==> src/rtl/refill_pkg.sv <==
package refill_pkg;
  typedef enum logic [2:0] {
    ST_IDLE,
    ST_XLATE,
    ST_READ,
    ST_FILL,
    ST_FAULT
  } refill_state_t;

  localparam logic [1:0] FC_NONE     = 2'd0;
  localparam logic [1:0] FC_TBL_MISS = 2'd1;
  localparam logic [1:0] FC_BUS_ERR  = 2'd2;
endpackage

==> src/rtl/refill_arb.sv <==
module refill_arb #(
  parameter int VA_W = 32
) (
  input  logic            clk,
  input  logic            rst,
  input  logic            en,
  input  logic            i_valid,
  input  logic [VA_W-1:0] i_va,
  input  logic            d_valid,
  input  logic [VA_W-1:0] d_va,
  output logic            i_ack,
  output logic            d_ack,
  output logic            take,
  output logic            sel_instr,
  output logic [VA_W-1:0] sel_va
);
  always_comb begin
    d_ack     = en && d_valid;
    i_ack     = en && i_valid && !d_valid;
    take      = d_ack || i_ack;
    sel_instr = !d_valid;
    sel_va    = d_valid ? d_va : i_va;
  end

  assert_data_first_R3: assert property (@(posedge clk) disable iff (rst)
    (en && d_valid && i_valid) |-> (d_ack && !i_ack));
  assert_ack_onehot_R3: assert property (@(posedge clk) disable iff (rst)
    $onehot0({i_ack, d_ack}));
endmodule

==> src/rtl/refill_addr.sv <==
module refill_addr #(
  parameter int VA_W       = 32,
  parameter int PAGE_SHIFT = 12,
  parameter int PTE_LOG    = 2
) (
  input  logic [VA_W-1:0] base,
  input  logic [VA_W-1:0] va,
  output logic [VA_W-1:0] pte_va
);
  logic [VA_W-1:0] vpn;
  always_comb begin
    vpn    = va >> PAGE_SHIFT;
    pte_va = base + (vpn << PTE_LOG);
  end
endmodule

==> src/rtl/pte_refill_engine.sv <==
module pte_refill_engine
  import refill_pkg::*;
#(
  parameter int VA_W       = 32,
  parameter int PA_W       = 32,
  parameter int PTE_W      = 32,
  parameter int RING_W     = 2,
  parameter int PAGE_SHIFT = 12,
  parameter int PTE_LOG    = 2
) (
  input  logic              clk,
  input  logic              rst,
  input  logic [VA_W-1:0]   tbl_base,
  input  logic              imiss_valid,
  input  logic [VA_W-1:0]   imiss_vaddr,
  output logic              imiss_ack,
  input  logic              dmiss_valid,
  input  logic [VA_W-1:0]   dmiss_vaddr,
  output logic              dmiss_ack,
  output logic              busy,
  output logic              lk_req,
  output logic [VA_W-1:0]   lk_vaddr,
  input  logic              lk_hit,
  input  logic [PA_W-1:0]   lk_paddr,
  input  logic              lk_cacheable,
  output logic              rd_valid,
  input  logic              rd_ready,
  output logic [PA_W-1:0]   rd_addr,
  output logic [RING_W-1:0] rd_ring,
  output logic              rd_cacheable,
  input  logic              rsp_valid,
  input  logic [PTE_W-1:0]  rsp_data,
  input  logic              rsp_err,
  output logic              fill_valid,
  output logic [PTE_W-1:0]  fill_pte,
  output logic              fault_valid,
  output logic [1:0]        fault_code,
  output logic              out_instr,
  output logic [VA_W-1:0]   out_vaddr
);
  localparam logic [RING_W-1:0] KERNEL_RING = '0;

  refill_state_t   state_q;
  logic            instr_q;
  logic [VA_W-1:0] va_q;
  logic [PA_W-1:0] pa_q;
  logic            cach_q;
  logic            issued_q;
  logic [PTE_W-1:0] pte_q;
  logic [1:0]      code_q;

  logic            take;
  logic            sel_instr;
  logic [VA_W-1:0] sel_va;
  logic [VA_W-1:0] pte_va;

  refill_arb #(.VA_W(VA_W)) u_arb (
    .clk(clk), .rst(rst), .en(state_q == ST_IDLE),
    .i_valid(imiss_valid), .i_va(imiss_vaddr),
    .d_valid(dmiss_valid), .d_va(dmiss_vaddr),
    .i_ack(imiss_ack), .d_ack(dmiss_ack),
    .take(take), .sel_instr(sel_instr), .sel_va(sel_va)
  );

  refill_addr #(.VA_W(VA_W), .PAGE_SHIFT(PAGE_SHIFT), .PTE_LOG(PTE_LOG)) u_addr (
    .base(tbl_base), .va(va_q), .pte_va(pte_va)
  );

  always_ff @(posedge clk) begin
    if (rst) begin
      state_q  <= ST_IDLE;
      instr_q  <= 1'b0;
      va_q     <= '0;
      pa_q     <= '0;
      cach_q   <= 1'b0;
      issued_q <= 1'b0;
      pte_q    <= '0;
      code_q   <= FC_NONE;
    end else begin
      case (state_q)
        ST_IDLE: if (take) begin
          instr_q  <= sel_instr;
          va_q     <= sel_va;
          issued_q <= 1'b0;
          state_q  <= ST_XLATE;
        end
        ST_XLATE: if (lk_hit) begin
          pa_q    <= lk_paddr;
          cach_q  <= lk_cacheable;
          state_q <= ST_READ;
        end else begin
          code_q  <= FC_TBL_MISS;
          state_q <= ST_FAULT;
        end
        ST_READ: begin
          if (!issued_q && rd_ready) issued_q <= 1'b1;
          if (issued_q && rsp_valid) begin
            if (rsp_err) begin
              code_q  <= FC_BUS_ERR;
              state_q <= ST_FAULT;
            end else begin
              pte_q   <= rsp_data;
              state_q <= ST_FILL;
            end
          end
        end
        ST_FILL:  state_q <= ST_IDLE;
        ST_FAULT: state_q <= ST_IDLE;
        default:  state_q <= ST_IDLE;
      endcase
    end
  end

  always_comb begin
    busy         = state_q != ST_IDLE;
    lk_req       = state_q == ST_XLATE;
    lk_vaddr     = pte_va;
    rd_valid     = (state_q == ST_READ) && !issued_q;
    rd_addr      = pa_q;
    rd_ring      = KERNEL_RING;
    rd_cacheable = cach_q;
    fill_valid   = state_q == ST_FILL;
    fill_pte     = pte_q;
    fault_valid  = state_q == ST_FAULT;
    fault_code   = code_q;
    out_instr    = instr_q;
    out_vaddr    = va_q;
  end

  assert_lookup_single_R4: assert property (@(posedge clk) disable iff (rst)
    lk_req |=> !lk_req);
  assert_tbl_fault_R5: assert property (@(posedge clk) disable iff (rst)
    (lk_req && !lk_hit) |=> (fault_valid && fault_code == FC_TBL_MISS && !rd_valid));
  assert_read_hold_R6: assert property (@(posedge clk) disable iff (rst)
    (rd_valid && !rd_ready) |=> (rd_valid && $stable(rd_addr)));
  assert_one_read_R6: assert property (@(posedge clk) disable iff (rst)
    (rd_valid && rd_ready) |=> !rd_valid);
  assert_fill_source_R7: assert property (@(posedge clk) disable iff (rst)
    fill_valid |-> $past(rsp_valid && !rsp_err));
  assert_bus_fault_R8: assert property (@(posedge clk) disable iff (rst)
    (state_q == ST_READ && issued_q && rsp_valid && rsp_err) |=>
      (fault_valid && fault_code == FC_BUS_ERR && !fill_valid));
  assert_no_ack_busy_R9: assert property (@(posedge clk) disable iff (rst)
    busy |-> (!imiss_ack && !dmiss_ack));
endmodule

==> config.mk <==
export PLATFORM = sky130hd
export DESIGN_NAME = pte_refill_engine
export DESIGN_NICKNAME = d
export VERILOG_FILES = /design/src/rtl/refill_pkg.sv /design/src/rtl/refill_arb.sv /design/src/rtl/refill_addr.sv /design/src/rtl/pte_refill_engine.sv
export SDC_FILE = /design/constraint.sdc
export NUM_CORES = 1
export LEC_CHECK = 0
export BUFFER_PORTS_ARGS = -buffer_cell sky130_fd_sc_hd__clkbuf_2
export CELL_PAD_IN_SITES_DETAIL_PLACEMENT = 0
export CELL_PAD_IN_SITES_GLOBAL_PLACEMENT = 1
export CORE_ASPECT_RATIO = 0.7
export CORE_MARGIN = 2
export CORE_UTILIZATION = 34
export CTS_BUF_LIST = sky130_fd_sc_hd__clkbuf_4 sky130_fd_sc_hd__clkbuf_8
export DETAILED_ROUTE_END_ITERATION = 10
export GPL_ROUTABILITY_DRIVEN = 0
export GPL_TIMING_DRIVEN = 0
export PLACE_DENSITY_LB_ADDON = 0.1
export SETUP_SLACK_MARGIN = 0.2
export SYNTH_ARGS = -nofsm -noshare
export SYNTH_HDL_FRONTEND = slang
export SYNTH_SLANG_ARGS = --single-unit
==> constraint.sdc <==
create_clock -name clk -period 4.7 [get_ports clk]
set_input_delay 0 -clock clk [delete_from_list [all_inputs] [get_ports clk]]
set_output_delay 0 -clock clk [all_outputs]
set_load 0.005 [all_outputs]
==> flow_summary.toml <==
[timing]
period_minus_slack_ns = 3.07
rsz0062_at_grt = "false"
setup_violations = 0
hold_viol = 0
slew_headroom_pct = 46.6
whs_ns = 0.0255
maxSlewViolCount = 0
fmax_mhz = 325
finalCritPeriodShare_pct = 65.4
layout_setup_ws_ns = 1.63
worstMarginPinSlew_ns = 0.801
timing.setup.tns_ns = 0
fin_worst_skew_ns = 0.0121

[pwr]
finalPower_mw = 3.48
ir_drop_mv = 0.209
power_density_nw_per_um2 = 406
cellLeakagePower_nw = 4.03

[yosys]
ys_seq_elements = 104
ys_seq_area_share_pct = 38.5
syn_area_um2 = 5410
synthArstFlopShare_pct = 0
synth_enable_flop_cells = 0
synth_area_per_cell_um2 = 8.10
yosys_warnings = 0
synthFlopType = "dfxtp_1"
synth_cell_type_count = 57
syn_inst = 668

[floorplan]
core_area_um2 = 15500
pin_count = 310
die_w_um = 155
fp.dieH_um = 110
initial_utilization_pct = 34.8
dieArea_um2 = 17000
rows = 38

[critical_path]
end_kind = "primary output"
critPathRequiredTime_ns = 4.70
critPathArrivalTime_ns = 3.07
r2r-end = "state_q[0]"
timing.rr.start = "state_q[2]"
worstSetupStartpointType = "register"
ff2ff_path_depth = 5
rrSetupSlack_ns = 2.43
crit_type = "register to primary output"
worst-path-max-fanout = 3

[detailed_routing]
drtIter0Drc = 277
routed-wl-met2_um = 8910
detail_route.wl_per_cell_um = 14.8
vias = 6128
met1_length_um = 8930
first_pass_iters = 4
detail_route.vias_per_cell = 4.69
drc = 0
dr_wl_met3_um = 1360
dr.max_layer_used = "met4"
finalWirelength_um = 19400
ant_nets = 0

[min_path]
hp-start = "imiss_vaddr[2]"
hold_end = "out_vaddr[2]"
hp-class = "input pin to register"
hold_depth = 3

[clock_tree]
numCtsBuffers = 9
clkSinkCount = 104
cts_max_level = 3
cts-root-buf = "clkbuf_8"
ctsLongestPathBuffers = 2
clk_pin_slew_ns = 0.11
clock_latency_ns = 0.37
tritoncts = "yes"

[grt]
grt_max_degree = 21
grt_pass1_vias = 5912
grt_overflow = 0
track_usage_pct = 22.1
antenna_found_initial = 0
grt_pass1_wl_um = 29800

[final_layout]
layout_common_cells = "304 x clkbuf_2, 150 x nand2_1, 117 x dlygate4sd3_1, 104 x dfxtp_1, 97 x a21oi_1"
nets = 1291
synthToLayoutAreaGrowth_pct = 58.5
final_core_util_pct = 55.2
antenna_cells = 0
drive_above_1_share_pct = 33.1
mostFrequentLayoutCell = "clkbuf_2"

[run]
drv_cap = 0

[placed_design]
hpwlAfterDp_um = 14800
io_buffers = 304
pre_cts_slack_ns = 2.05

[outcome]
outcome = "finished clean"
## layout make-up
cell class	count	area (µm²)
flip-flops and latches	104	2080
multi-input cells	511	3070
well taps	200	250
plain buffers	45	234
fillers	1491	6970
clock inverters	7	97.6
inverters	9	33.8
repair buffers	421	2690
clock buffers	9	124
## stage by stage
| step | instances | area, µm² |
|---|---|---|
| after global placement | 1173 | 7190 |
| after detailed placement | 1173 | 7190 |
| after floorplan | 669 | 5420 |
| final | 1306 | 8580 |
| after CTS | 1306 | 8580 |
| after global routing | 1306 | 8580 |
## sequential cells by signal, summed over array words and instances (netlist names)
| name | flops |
|---|---|
| fill_pte | 32 |
| out_vaddr | 32 |
| rd_addr | 32 |
| state_q | 3 |
| fault_code | 2 |
| issued_q | 1 |
| out_instr | 1 |
| rd_cacheable | 1 |
## synthesized netlist by cell type, types with 2 or more instances
cell	number	area share [%]
a21o_1	8	1.1
nor3_1	12	1.1
o21a_1	2	0.28
o21ai_0	14	1.3
o2111a_1	2	0.42
mux2i_1	32	5.9
a211oi_2	2	0.46
nor2_1	47	3.3
and4_1	3	0.49
nand3_1	7	0.65
xor2_1	11	1.8
buf_1	2	0.14
a21oi_1	97	9.0
a211oi_1	34	4.7
o31ai_1	2	0.28
clkbuf_1	16	1.1
xnor2_1	16	2.6
nor3_2	2	0.37
o21ai_2	3	0.49
and2_1	2	0.23
nor2b_1	3	0.35
dfxtp_1	104	38
buf_4	8	1.1
nand2b_1	6	0.69
and3_1	2	0.23
buf_2	17	1.6
nand4_1	5	0.58
nor3b_1	2	0.28
nand2_1	150	10
inv_1	8	0.55
o211ai_1	4	0.55
ha_1	20	4.6
## timing repair
action	4_1_cts	5_1_grt
buffers inserted	0	0
endpoints found under the hold margin	93	0
resized for setup	0	0
hold buffers	117	0
## where the power goes
part	internal (mW)	switching [mW]	total, mW
Clock	0.263	0.346	0.609
Combinational	0.774	0.928	1.70
Sequential	1.04	0.130	1.17
## worst max-delay path, stage by stage (launching register included)
cell	delay, ns
dfxtp_1	0.40
ha_1	0.21
inv_1	0.06
fa_1	0.40
nand2b_1	0.19
a21oi_1	0.37
o21ai_2	0.18
o21ai_0	0.42
a21oi_1	0.15
xnor2_1	0.18
clkbuf_2	0.14
## per-layer routing
layer	GRT usage (%)	vias to the layer above
li1	-	3186
met1	28.8	2731
met2	37.6	197
met3	5.95	14
met4	3.51	0
met5	0	-
## worst max path at each step
stage                       start            to  cells past startpoint
floorplan           out_vaddr[12]  lk_vaddr[18]                      9
finish              out_vaddr[12]  lk_vaddr[18]                     10
global placement    out_vaddr[12]  lk_vaddr[18]                     10
CTS                 out_vaddr[12]  lk_vaddr[18]                     10
global route        out_vaddr[12]  lk_vaddr[18]                     10
detailed placement  out_vaddr[12]  lk_vaddr[18]                     10
## logic make-up after synthesis
family          synth area share [%]
fa+ha+maj                       4.99
mux                             5.92
flops                           38.5
compound gates                  20.8
buf+inv                         4.95
other cells                   0.0693
simple gates                    20.5
xor+xnor                        4.37
Note: power is estimated with default switching activity, not from simulation.
